`src/rtl/rgn_ptw_pkg.sv`:
```
package rgn_ptw_pkg;

   typedef enum logic [2:0] {
      ST_IDLE  = 3'd0,
      ST_CHECK = 3'd1,
      ST_FETCH = 3'd2,
      ST_DONE  = 3'd3,
      ST_FAULT = 3'd4
   } walk_state_e;

   typedef enum logic [1:0] {
      FK_NONE   = 2'd0,
      FK_LENGTH = 2'd1,
      FK_REGION = 2'd2
   } fault_kind_e;

endpackage

```
`src/rtl/rgn_ptw_regs.sv`:
```
module rgn_ptw_regs #(
   parameter int NUM_RGN    = 3,
   parameter int CFG_A_W    = 3,
   parameter int CFG_DATA_W = 32,
   parameter int PA_W       = 32,
   parameter int LEN_W      = 22
) (
   input  logic                              clk,
   input  logic                              rst_n,
   input  logic                              cfg_we,
   input  logic [CFG_A_W-1:0]                cfg_addr,
   input  logic [CFG_DATA_W-1:0]             cfg_wdata,
   output logic [NUM_RGN-1:0][PA_W-1:0]      base_o,
   output logic [NUM_RGN-1:0][LEN_W-1:0]     len_o
);

   localparam int SEL_W = CFG_A_W - 1;

   logic [SEL_W-1:0] wr_rgn;
   logic             wr_len;

   assign wr_rgn = cfg_addr[CFG_A_W-1:1];
   assign wr_len = cfg_addr[0];

   for (genvar r = 0; r < NUM_RGN; r++) begin : g_rgn
      always_ff @(posedge clk or negedge rst_n) begin
         if (!rst_n) begin
            base_o[r] <= '0;
            len_o[r]  <= '0;
         end else if (cfg_we && (wr_rgn == SEL_W'(r))) begin
            if (wr_len) len_o[r]  <= cfg_wdata[LEN_W-1:0];
            else        base_o[r] <= cfg_wdata[PA_W-1:0];
         end
      end
   end

   // writes to an unused region code leave every register untouched
   assert_rsvd_write_ignored_R7: assert property (@(posedge clk) disable iff (!rst_n)
      (cfg_we && (int'(wr_rgn) >= NUM_RGN)) |=> ($stable(base_o) && $stable(len_o)));

   // a length write to region 0 lands in the region-0 length register
   assert_len_write_lands_R7: assert property (@(posedge clk) disable iff (!rst_n)
      (cfg_we && wr_len && (wr_rgn == '0)) |=> (len_o[0] == $past(cfg_wdata[LEN_W-1:0])));

endmodule

```
`src/rtl/rgn_ptw_check.sv`:
```
module rgn_ptw_check
   import rgn_ptw_pkg::*;
#(
   parameter int                 NUM_RGN   = 3,
   parameter int                 RGN_SEL_W = 2,
   parameter int                 VPN_W     = 21,
   parameter int                 LEN_W     = 22,
   parameter int                 PA_W      = 32,
   parameter int                 PTE_SHIFT = 2,
   parameter logic [NUM_RGN-1:0] DOWN_MASK = 3'b010
) (
   input  logic [RGN_SEL_W-1:0]          rgn_i,
   input  logic [VPN_W-1:0]              vpn_i,
   input  logic [NUM_RGN-1:0][PA_W-1:0]  base_i,
   input  logic [NUM_RGN-1:0][LEN_W-1:0] len_i,
   output fault_kind_e                   kind_o,
   output logic [PA_W-1:0]               addr_o
);

   logic [NUM_RGN-1:0]            viol;
   logic [LEN_W-1:0]              vpn_ext;
   logic [PA_W-1:0]               scaled;
   logic [NUM_RGN-1:0][PA_W-1:0]  sum;

   assign vpn_ext = LEN_W'(vpn_i);
   assign scaled  = PA_W'(vpn_i) << PTE_SHIFT;

   for (genvar r = 0; r < NUM_RGN; r++) begin : g_lim
      if (DOWN_MASK[r]) begin : g_down
         assign viol[r] = (vpn_ext < len_i[r]);
      end else begin : g_up
         assign viol[r] = (vpn_ext >= len_i[r]);
      end
      assign sum[r] = base_i[r] + scaled;
   end

   always_comb begin
      kind_o = FK_REGION;
      addr_o = '0;
      for (int r = 0; r < NUM_RGN; r++) begin
         if (rgn_i == RGN_SEL_W'(r)) begin
            kind_o = viol[r] ? FK_LENGTH : FK_NONE;
            addr_o = sum[r];
         end
      end
   end

endmodule

```
`src/rtl/rgn_ptw_walk.sv`:
```
module rgn_ptw_walk
   import rgn_ptw_pkg::*;
#(
   parameter int PA_W  = 32,
   parameter int PTE_W = 32
) (
   input  logic              clk,
   input  logic              rst_n,
   input  logic              miss_valid,
   output logic              miss_ready,
   input  fault_kind_e       chk_kind,
   input  logic [PA_W-1:0]   chk_addr,
   output logic              mem_req,
   output logic [PA_W-1:0]   mem_addr,
   input  logic              mem_rvalid,
   input  logic [PTE_W-1:0]  mem_rdata,
   output logic              done,
   output logic [PTE_W-1:0]  done_pte,
   output logic              fault,
   output logic [1:0]        fault_kind
);

   walk_state_e       state;
   fault_kind_e       kind_q;
   logic [PA_W-1:0]   addr_q;
   logic [PTE_W-1:0]  pte_q;

   always_ff @(posedge clk or negedge rst_n) begin
      if (!rst_n) begin
         state  <= ST_IDLE;
         kind_q <= FK_NONE;
         addr_q <= '0;
         pte_q  <= '0;
      end else begin
         unique case (state)
            ST_IDLE: if (miss_valid) begin
               kind_q <= chk_kind;
               addr_q <= chk_addr;
               state  <= ST_CHECK;
            end
            ST_CHECK: state <= (kind_q != FK_NONE) ? ST_FAULT : ST_FETCH;
            ST_FETCH: if (mem_rvalid) begin
               pte_q <= mem_rdata;
               state <= ST_DONE;
            end
            ST_DONE:  state <= ST_IDLE;
            ST_FAULT: state <= ST_IDLE;
            default:  state <= ST_IDLE;
         endcase
      end
   end

   assign miss_ready = (state == ST_IDLE);
   assign mem_req    = (state == ST_FETCH);
   assign mem_addr   = addr_q;
   assign done       = (state == ST_DONE);
   assign done_pte   = pte_q;
   assign fault      = (state == ST_FAULT);
   assign fault_kind = (state == ST_FAULT) ? kind_q : FK_NONE;

   // the request holds with a steady address until served
   assert_req_hold_R5: assert property (@(posedge clk) disable iff (!rst_n)
      (mem_req && !mem_rvalid) |=> (mem_req && $stable(mem_addr)));

   // a served request completes next cycle with the returned entry
   assert_done_data_R5: assert property (@(posedge clk) disable iff (!rst_n)
      (mem_req && mem_rvalid) |=> (done && (done_pte == $past(mem_rdata))));

   // completion is a single-cycle pulse
   assert_done_pulse_R5: assert property (@(posedge clk) disable iff (!rst_n)
      done |=> !done);

   // acceptance makes the walker busy on the next cycle
   assert_busy_after_accept_R6: assert property (@(posedge clk) disable iff (!rst_n)
      (miss_valid && miss_ready) |=> !miss_ready);

   // fault and completion never coincide, and fault is a pulse
   assert_done_fault_excl_R10: assert property (@(posedge clk) disable iff (!rst_n)
      !(done && fault));
   assert_fault_pulse_R10: assert property (@(posedge clk) disable iff (!rst_n)
      fault |=> !fault);

endmodule

```
`src/rtl/rgn_ptw.sv`:
```
module rgn_ptw
   import rgn_ptw_pkg::*;
#(
   parameter int VA_W       = 32,
   parameter int PA_W       = 32,
   parameter int PTE_W      = 32,
   parameter int PAGE_OFS_W = 9,
   parameter int RGN_SEL_W  = 2,
   parameter int NUM_RGN    = 3,
   parameter int PTE_BYTES  = 4,
   parameter int CFG_DATA_W = 32,
   parameter logic [NUM_RGN-1:0] DOWN_MASK = 3'b010,
   localparam int VPN_W     = VA_W - RGN_SEL_W - PAGE_OFS_W,
   localparam int LEN_W     = VPN_W + 1,
   localparam int CFG_A_W   = RGN_SEL_W + 1,
   localparam int PTE_SHIFT = $clog2(PTE_BYTES)
) (
   input  logic                  clk,
   input  logic                  rst_n,
   input  logic                  miss_valid,
   input  logic [VA_W-1:0]       miss_va,
   output logic                  miss_ready,
   input  logic                  cfg_we,
   input  logic [CFG_A_W-1:0]    cfg_addr,
   input  logic [CFG_DATA_W-1:0] cfg_wdata,
   output logic                  mem_req,
   output logic [PA_W-1:0]       mem_addr,
   input  logic                  mem_rvalid,
   input  logic [PTE_W-1:0]      mem_rdata,
   output logic                  done,
   output logic [PTE_W-1:0]      done_pte,
   output logic                  fault,
   output logic [1:0]            fault_kind
);

   if (VPN_W < 1) begin : g_bad_vpn
      $error("rgn_ptw: no page-number bits left");
   end
   if (NUM_RGN > (1 << RGN_SEL_W)) begin : g_bad_rgn
      $error("rgn_ptw: more regions than selector codes");
   end
   if ((1 << PTE_SHIFT) != PTE_BYTES) begin : g_bad_pte
      $error("rgn_ptw: entry size must be a power of two");
   end
   if ((CFG_DATA_W < PA_W) || (CFG_DATA_W < LEN_W)) begin : g_bad_cfg
      $error("rgn_ptw: write data narrower than a register");
   end

   logic [NUM_RGN-1:0][PA_W-1:0]  base_q;
   logic [NUM_RGN-1:0][LEN_W-1:0] len_q;
   logic [RGN_SEL_W-1:0]          rgn;
   logic [VPN_W-1:0]              vpn;
   fault_kind_e                   chk_kind;
   logic [PA_W-1:0]               chk_addr;

   assign rgn = miss_va[VA_W-1 -: RGN_SEL_W];
   assign vpn = miss_va[PAGE_OFS_W +: VPN_W];

   rgn_ptw_regs #(
      .NUM_RGN(NUM_RGN), .CFG_A_W(CFG_A_W), .CFG_DATA_W(CFG_DATA_W),
      .PA_W(PA_W), .LEN_W(LEN_W)
   ) u_regs (
      .clk(clk), .rst_n(rst_n), .cfg_we(cfg_we), .cfg_addr(cfg_addr),
      .cfg_wdata(cfg_wdata), .base_o(base_q), .len_o(len_q)
   );

   rgn_ptw_check #(
      .NUM_RGN(NUM_RGN), .RGN_SEL_W(RGN_SEL_W), .VPN_W(VPN_W), .LEN_W(LEN_W),
      .PA_W(PA_W), .PTE_SHIFT(PTE_SHIFT), .DOWN_MASK(DOWN_MASK)
   ) u_check (
      .rgn_i(rgn), .vpn_i(vpn), .base_i(base_q), .len_i(len_q),
      .kind_o(chk_kind), .addr_o(chk_addr)
   );

   rgn_ptw_walk #(.PA_W(PA_W), .PTE_W(PTE_W)) u_walk (
      .clk(clk), .rst_n(rst_n), .miss_valid(miss_valid), .miss_ready(miss_ready),
      .chk_kind(chk_kind), .chk_addr(chk_addr),
      .mem_req(mem_req), .mem_addr(mem_addr), .mem_rvalid(mem_rvalid),
      .mem_rdata(mem_rdata), .done(done), .done_pte(done_pte),
      .fault(fault), .fault_kind(fault_kind)
   );

   // an unused region code faults two cycles after acceptance
   assert_rsvd_region_fault_R1: assert property (@(posedge clk) disable iff (!rst_n)
      (miss_valid && miss_ready && (int'(rgn) >= NUM_RGN))
      |-> ##2 (fault && (fault_kind == FK_REGION) && !mem_req));

   // a passing check reads the address formed at acceptance
   assert_fetch_addr_R4: assert property (@(posedge clk) disable iff (!rst_n)
      (miss_valid && miss_ready && (chk_kind == FK_NONE))
      |-> ##2 (mem_req && (mem_addr == $past(chk_addr, 2))));

endmodule

```
`config.mk`:
```
export PLATFORM = sky130hd
export DESIGN_NAME = rgn_ptw
export DESIGN_NICKNAME = d
export VERILOG_FILES = /design/src/rtl/rgn_ptw_pkg.sv /design/src/rtl/rgn_ptw_regs.sv /design/src/rtl/rgn_ptw_check.sv /design/src/rtl/rgn_ptw_walk.sv /design/src/rtl/rgn_ptw.sv
export SDC_FILE = /design/constraint.sdc
export NUM_CORES = 1
export LEC_CHECK = 0
export CORE_MARGIN = 4
export CORE_UTILIZATION = 43
export CTS_CLUSTER_DIAMETER = 80
export DETAILED_ROUTE_END_ITERATION = 10
export DONT_BUFFER_PORTS = 1
export REMOVE_ABC_BUFFERS = 1
export SLEW_MARGIN = 30
export SYNTH_ARGS = -nofsm -noshare
export SYNTH_HDL_FRONTEND = slang
export SYNTH_SLANG_ARGS = --single-unit
```
`constraint.sdc`:
```
create_clock -name clk -period 8.67 [get_ports clk]
set_input_delay 1.734 -clock clk [delete_from_list [all_inputs] [get_ports clk]]
set_output_delay 1.734 -clock clk [all_outputs]
set_load 0.01 [all_outputs]
```
* Word level (Yosys, flattened, before mapping) *
Index checks and enable logic that the tools add are counted.
Widths: inputs -> output; s select.

word-level totals
  bits of input ports = 104
  word-level logic and storage cells = 57
  register bits = 231

cells by class
  bitwise operators = 1
  $add $sub $neg = 3
  reductions and logical operators = 16
  magnitude comparators = 3
  mux-type cells = 14
  equal/unequal tests = 10

operators by type and width
  operator            count
  $add 32x23->32      3
  $mux 32             3
  $ge 21x22->1        2
  $lt 21x22->1        1
  $reduce_and 2->1    9
  $mux 3              3
  $pmux 3 s3          1
  $mux 2              4
  $eq 3x2->1 const B  2
  $eq 2x1->1 const B  2
  $eq 2x2->1 const B  2
  $logic_not 2->1     2
  $eq 3x1->1 const B  1
  $eq 3x3->1 const B  1
  $logic_and 1x1->1   3
  $logic_not 3->1     1
  $mux 1              3
  $ne 2x1->1 const B  1
  $ne 2x2->1 const B  1
  $reduce_bool 2->1   1
  $not 1->1           1

* Logic depth before layout (Yosys ltp) *
Gate-level depths: netlist of run 1.

  word-level depth = 5
  gate-level depth with buffers = 12

* By module *
A second synthesis of run 1 with hierarchy kept.

second synthesis, totals
  cells, all modules = 1345
  area, all modules = 14764.2 um2

by module, submodules not included
  module         instances  cells each  area an instance (um2)
  rgn_ptw_regs   1          347         6148.4
  rgn_ptw_check  1          838         5939.4
  rgn_ptw_walk   1          160         2676.3

* Worst setup path after synthesis of run 1 *
Ideal clock, no wire load.

  path type = in2reg
  from = input port miss_va[9]
  to = register u_walk.addr_q[30] (netlist: u_walk.mem_addr[30])
  required time = 8.541 ns
  arrival time = 4.046 ns
  library setup time = 0.129 ns
  path slack = 4.495 ns
  stages = 12
  cells stage by stage = ha_1 > inv_1 > fa_1 > nand2b_1 > a21oi_1 > o211ai_2 > a211oi_2 > o22ai_2 > and4_1 > or3_1 > a211oi_1 > a21oi_1

on the way
  cells in the longest elaborated chain, start to end = 4

RTL lines
  what                  line                 RTL
  start, declared       rgn_ptw.sv:21        input logic [VA_W-1:0] miss_va,
  $add 32x23->32        rgn_ptw_check.sv:34  assign sum[r] = base_i[r] + scaled;
  $mux 32 (2 in a row)  rgn_ptw_check.sv:41  if (rgn_i == RGN_SEL_W'(r)) begin
  $mux 32 *             rgn_ptw_check.sv:41
  end signal, assigned  rgn_ptw_walk.sv:38   addr_q <= chk_addr;
  end, declared         rgn_ptw_walk.sv:25   logic [PA_W-1:0] addr_q;

Every way passes the cells marked *; elsewhere a longest branch is shown, timed or not.
A chain may end at the register's enable or synchronous reset.

* Worst setup path after layout of run 1 *
Ends and elaborated chain as after synthesis.

==> results of run 1 <==
[cells in the mapped netlist, types with 6 or more instances]
cell type and instances:
sky130_fd_sc_hd__a211o_1 6, sky130_fd_sc_hd__a211oi_1 18, sky130_fd_sc_hd__a21o_1 30, sky130_fd_sc_hd__a21oi_1 87
sky130_fd_sc_hd__a311oi_1 7, sky130_fd_sc_hd__a31oi_1 12, sky130_fd_sc_hd__and3_1 9, sky130_fd_sc_hd__buf_1 7
sky130_fd_sc_hd__clkbuf_1 36, sky130_fd_sc_hd__dfrtp_1 231, sky130_fd_sc_hd__ha_1 125, sky130_fd_sc_hd__inv_1 81
sky130_fd_sc_hd__mux2_2 174, sky130_fd_sc_hd__nand2_1 92, sky130_fd_sc_hd__nand2b_1 14, sky130_fd_sc_hd__nand3_1 30
sky130_fd_sc_hd__nand4_1 10, sky130_fd_sc_hd__nor2_1 74, sky130_fd_sc_hd__nor2b_1 8, sky130_fd_sc_hd__nor3_1 18
sky130_fd_sc_hd__o211ai_1 13, sky130_fd_sc_hd__o21a_1 22, sky130_fd_sc_hd__o21ai_0 88, sky130_fd_sc_hd__o21bai_1 7
sky130_fd_sc_hd__o221ai_1 9, sky130_fd_sc_hd__or3_1 10, sky130_fd_sc_hd__xnor2_1 31, sky130_fd_sc_hd__xor2_1 28
[registers in the layout, indices dropped and copies added, names as in the netlist]
| name | cells |
|---|---|
| u_regs.base_o | 96 |
| u_regs.len_o | 66 |
| u_walk.done_pte | 32 |
| u_walk.kind_q | 2 |
| u_walk.mem_addr | 32 |
| u_walk.state | 3 |
[per-layer routing]
layer | vias up | track usage (%)
met1 | 5226 | 28.21
met4 | 0 | 5.110
met2 | 260 | 33.83
met3 | 41 | 4.018
li1 | 5083 | -
met5 | - | 0
[report_power, final]
group | internal, uW | switching [uW]
Combinational | 668 | 746
Sequential | 1400 | 307
Clock | 689 | 443
[critical path: cells and delay by family]
family / cells / cell delay (ns)
and+or+nand+nor: 3 / 0.79
AOI/OAI and AO/OA: 6 / 1.61
adders and majority gates: 2 / 0.58
buffers and inverters: 1 / 0.07
[area by class of cell]
type	count	share of cell area, %
Sequential cell	231	36.77
Tap cell	442	3.518
Clock buffer	34	4.720
Inverter	82	1.958
Clock inverter	11	0.8994
Timing Repair Buffer	12	0.5731
Multi-Input combinational cell	1029	51.56
[worst paths after layout]
kind                                                   start                         endpoint  slack, ns  depth (start not counted)
worst max-delay path                              miss_va[9]  u_walk.mem_addr[30]$_DFFE_PN0P_       4.28                         12
max in group asynchronous                              rst_n  u_walk.mem_addr[21]$_DFFE_PN0P_       7.35                          0
min in group asynchronous                              rst_n      u_regs.len_o[8]$_DFFE_PN0P_       0.90                          0
worst min-delay path            u_regs.len_o[21]$_DFFE_PN0P_     u_walk.kind_q[0]$_DFFE_PN0P_       0.46                          1
worst min register to register  u_regs.len_o[21]$_DFFE_PN0P_     u_walk.kind_q[0]$_DFFE_PN0P_       0.46                          1
worst max register to register  u_regs.base_o[2]$_DFFE_PN0P_  u_walk.mem_addr[30]$_DFFE_PN0P_       5.11                         12
[cell families after synthesis]
group | share of synthesized area (%)
multiplexers | 13.82
flip-flops | 40.17
XOR/XNOR | 3.591
AND/OR/NAND/NOR | 10.58
buffers and inverters | 3.799
adder cells (fa/ha/maj) | 11.29
AO/OA/AOI/OAI | 16.75
[through the flow]
| stage | area, um2 | worst slack (ns) | total power [uW] | utilization [%] | std cells |
|---|---|---|---|---|---|
| floorplan | 14150 | 2.877 | 2759 | - | 1342 |
| global placement | 14840 | 3.898 | 3098 | 45.26 | 1796 |
| detailed placement | 14840 | 3.819 | 3137 | 45.26 | 1796 |
| CTS | 15720 | 4.371 | 4297 | 47.95 | 1841 |
| global route | 15720 | 4.219 | 4557 | 47.95 | 1841 |
| finish | 15720 | 4.276 | 4256 | 47.95 | 1841 |
==> run metrics, run 1 <==
critical path capture point type flop; Synth cell types 89; H-tree depth 1; worst rel slew slack 40.87%; drt total wl 37800 um; drc violations 0; unrepaired setup endpoints after global routing false; Top-Level Pins 174; largest cells by area after synthesis sky130_fd_sc_hd__dfrtp_1 (40%), sky130_fd_sc_hd__mux2_2 (14%), sky130_fd_sc_hd__ha_1 (11%); count of input and output buffers 0; Layout Nets 1614; met1 routed wirelength after detailed routing 17230 um; cell repeated most along the worst path sky130_fd_sc_hd__a21oi_1; clock tree root buffer cell sky130_fd_sc_hd__clkbuf_16; buffers inserted by post-CTS timing repair 0; pin count of the biggest net entering global routing 232; async set-reset flop share out of synthesis 100.0%; vias in the first global route 10710; area of the core 32780 um2; yosys synthesis warning count 0; number of buffers between clock root and the deepest sink 3; top cell type's share of synthesized area 40.17%; post-synthesis instance area 14390 um2; biggest cell delay along the critical path 0.40 ns; synthesis-stage register bit count 231; number of rows in the core area 66; worst-case hold slack 0.4564 ns; remaining global-route overflow 0; Setup TNS Final 0 ns; CP Max Fanout 7; final number of max-transition violations 0; CTS sink cnt 231; leakage power summed over all cells 0.006925 uW; fillcell total 3089; fraction of the yosys area taken by sequential cells 40.17%; clock skew after layout 0.01113 ns; placed wire-length estimate after detailed placement 27510 um; Avg Cell Area, Syn 10.33 um2; vias after detailed routing 10610; via count normalized by instance count 5.763; Post-synth EDFFs 0; GP Congestion 0.8638; Avg WL per Cell 20.53 um; worst-path cell with the longest stage delay sky130_fd_sc_hd__fa_1; number of violations reported at the end of detailed-routing iteration 0 563; Post-CTS Hold Buffers 0; min-delay worst type flop to flop; peak supply drop 174.0 uV; clock transition at the registers of the reported paths 0.06 ns; library cell with the largest summed area after synthesis sky130_fd_sc_hd__dfrtp_1; commonest non-fill, non-tap cell in the layout sky130_fd_sc_hd__dfrtp_1; first-pass GRT wire length 59920 um; prevailing post-synth register cell sky130_fd_sc_hd__dfrtp_1; die span in y 190.9 um; WP data arrival 4.79 ns; Max Cap Viol 0; floorplan die area 36460 um2; clock buffers created by TritonCTS 26; area used by multi-input combinational logic 8105 um2; fraction of final layout cells with drive strength greater than 1 18.51%; Worst Path Class, Setup input pin to flop; worst path required time 9.07 ns; top metal layer carrying routed signals met4; total power density per cell area 270.7 nW/um2; TritonCTS clock tree done; status finished clean; Area Growth Syn to Fin 9.233%; share of the clock period used by the worst path 50.68%; Final Hold Viols 0; clock latency of the later-clocked register in the worst-skew pair 0.53 ns; global routing usage summed across all routing layers 20.59%; critical-path cell list ha_1, inv_1, fa_1, nand2b_1, a21oi_1, o211ai_2, a211oi_2, o22ai_2, and4_1, or3_1, a211oi_1, a21oi_1; initial standard-cell utilization of the core 43.90%; WL met3 2180 um; Antenna Violating Nets Remaining 0; Setup-failing EPs final 0; count of inserted antenna diode cells 0; register area 5781 um2; Horiz. Die Dim 190.9 um; cell count after synthesis 1393; critical path startpoint category input pin; first-pass detailed-route iteration total 5; total of cells resized after clock tree synthesis 0; final critical-path required period 4.394 ns; peak clock frequency supported by timing 227.6 MHz; measured slew at the worst slew-check pin 0.8836 ns; Met2 Routed Length 17570 um; initial antenna violation count 0; top library cells by usage in the layout, fill and taps aside sky130_fd_sc_hd__dfrtp_1 (231), sky130_fd_sc_hd__mux2_2 (174), sky130_fd_sc_hd__ha_1 (125)
No activity file was read; power rests on OpenSTA's default activity.
==> inputs of run 2 (changes only) <==
==> constraint.sdc (replaced) <==
create_clock -name clk -period 4.35 [get_ports clk]
set_input_delay 0.87 -clock clk [delete_from_list [all_inputs] [get_ports clk]]
set_output_delay 0.87 -clock clk [all_outputs]
set_load 0.01 [all_outputs]
==> run metrics, run 2 (same netlist as run 1, synthesis figures left out) <==
status finished clean; Avg WL per Cell 20.78 um; number of violations reported at the end of detailed-routing iteration 0 585; Area Growth Syn to Fin 9.398%; WP data arrival 3.94 ns; instance area after placement 14840 um2; buffers inserted by post-CTS timing repair 0; measured slew at the worst slew-check pin 0.9523 ns; final critical-path required period 3.540 ns; total of cells resized after clock tree synthesis 0; GR peak layer met2; fraction of final layout cells with drive strength greater than 1 18.56%; count of inserted antenna diode cells 0; area of the core 32780 um2; worst path required time 4.75 ns; drc violations 0; share of the clock period used by the worst path 81.39%; clock buffers created by TritonCTS 26; number of buffers between clock root and the deepest sink 3; sequential fraction of design power 40.0%; number of rows in the core area 66; Final Hold Viols 0; first-pass GRT wire length 60100 um; Cell Int Power 5517 uW; clock transition at the registers of the reported paths 0.06 ns; Post-CTS Hold Buffers 0; P_sw 3008 uW; CP Max Fanout 6; clock skew after layout 0.01459 ns; Setup-failing EPs final 0; unrepaired setup endpoints after global routing false; vias in the first global route 10600; H-tree depth 1; clock latency of the later-clocked register in the worst-skew pair 0.54 ns; CTS sink cnt 231; clock tree root buffer cell sky130_fd_sc_hd__clkbuf_16; peak supply drop 297.2 uV; count of input and output buffers 0; TritonCTS clock tree done; Antenna Violating Nets Remaining 0; switch share 35.28%; Horiz. Die Dim 190.9 um; total power 8526 uW; die span in y 190.9 um; remaining global-route overflow 0; leakage power summed over all cells 0.006927 uW; initial standard-cell utilization of the core 43.90%; Non-Filler Instances 1843; worst rel slew slack 36.51%; final number of max-transition violations 0; pin count of the biggest net entering global routing 232; Worst Path Class, Setup flop to flop; commonest non-fill, non-tap cell in the layout sky130_fd_sc_hd__dfrtp_1; registers with the most flip-flops u_regs.base_o (96), u_regs.len_o (66); floorplan die area 36460 um2; combinational group share of total power 33.3%; peak clock frequency supported by timing 282.5 MHz; critical-path cell list ha_1, fa_1, a211oi_1, o21bai_1, o2111ai_1, nand3_1, o211ai_1, o21ai_0, a311oi_1, a21oi_1; Max Cap Viol 0; met2 capacity usage during global routing 33.79%; biggest cell delay along the critical path 0.44 ns; Bufs and invs on worst path 0; drt total wl 38300 um; Top-Level Pins 174; worst-path cell with the longest stage delay sky130_fd_sc_hd__fa_1; Worst path top cell family by delay compound AO/OA/AOI/OAI gates; placed wire-length estimate after detailed placement 27810 um; min-delay worst type input pin to async pin; Post-Layout Inst Area 15740 um2; global-route met3 utilization 3.890%; global routing usage summed across all routing layers 20.69%; vias after detailed routing 10670; total instance count after detailed placement 1797; first-pass detailed-route iteration total 7; top library cells by usage in the layout, fill and taps aside sky130_fd_sc_hd__dfrtp_1 (231), sky130_fd_sc_hd__mux2_2 (174), sky130_fd_sc_hd__ha_1 (125); critical path startpoint category flop; register with the most flip-flops u_regs.base_o; critical path capture point type flop; via count normalized by instance count 5.789; met1 Track Usage GR 29.13%; GP Congestion 0.8622; clock network fraction of total power 26.7%; initial antenna violation count 0; total power density per cell area 541.5 nW/um2; number of flip-flops in the largest register 96; Layout Nets 1615; Setup TNS Final 0 ns
-- run 2: metal layers --
metal | wire [um] | vias to the layer above
met4 | 722 | 0
met2 | 17750 | 223
met1 | 17840 | 5328
met5 | 0 | -
li1 | - | 5076
met3 | 1988 | 42
-- run 2: worst paths after layout --
path	startpoint	endpoint	slack, ns	cells after the start
min in group clk	cfg_wdata[7]	u_regs.len_o[7]$_DFFE_PN0P_	0.45	2
min	rst_n	u_regs.len_o[9]$_DFFE_PN0P_	0.04	0
max	u_regs.base_o[66]$_DFFE_PN0P_	u_walk.mem_addr[28]$_DFFE_PN0P_	0.81	10
min reg2reg	u_regs.len_o[21]$_DFFE_PN0P_	u_walk.kind_q[0]$_DFFE_PN0P_	0.46	1
max reg2reg	u_regs.base_o[66]$_DFFE_PN0P_	u_walk.mem_addr[28]$_DFFE_PN0P_	0.81	10
max in group asynchronous	rst_n	u_walk.mem_addr[25]$_DFFE_PN0P_	4.01	0
-- run 2: metrics by stage --
stage / hold WS [ns] / util (%) / setup WS (ns)
finish: 0.03519 / 48.02 / 0.8096
CTS: 0.008830 / 48.02 / 0.8104
detailed placement: 0.4554 / 45.28 / 0.4133
global placement: 0.4489 / 45.28 / 0.5073
global route: 0.0002853 / 48.02 / 0.5901
floorplan: 0.4314 / - / -0.5791
-- run 2: power groups by stage --
| stage | clock network (uW) | registers [uW] | logic (uW) |
|---|---|---|---|
| after floorplan | 0 | 3270 | 2230 |
| after global placement | 0 | 3440 | 2750 |
| after detailed placement | 0 | 3460 | 2810 |
| after CTS | 2330 | 3420 | 2830 |
| after global routing | 2430 | 3500 | 3170 |
| final | 2280 | 3410 | 2840 |
-- run 2: layout make-up --
cell class / instances / area (um2)
clock inverters: 6 / 96.34
well taps: 442 / 553.0
flip-flops and latches: 231 / 5781
fillers: 3081 / 17040
clock buffers: 40 / 803.3
repair buffers: 13 / 97.59
multi-input cells: 1029 / 8105
inverters: 82 / 307.8
-- run 2: worst register-to-register path: stages, from the launching register on --
cell and delay, ns:
sky130_fd_sc_hd__dfrtp_1 0.38, sky130_fd_sc_hd__ha_1 0.24, sky130_fd_sc_hd__fa_1 0.44, sky130_fd_sc_hd__a211oi_1 0.33, sky130_fd_sc_hd__o21bai_1 0.23, sky130_fd_sc_hd__o2111ai_1 0.40
sky130_fd_sc_hd__nand3_1 0.15, sky130_fd_sc_hd__o211ai_1 0.30, sky130_fd_sc_hd__o21ai_0 0.43, sky130_fd_sc_hd__a311oi_1 0.40, sky130_fd_sc_hd__a21oi_1 0.11
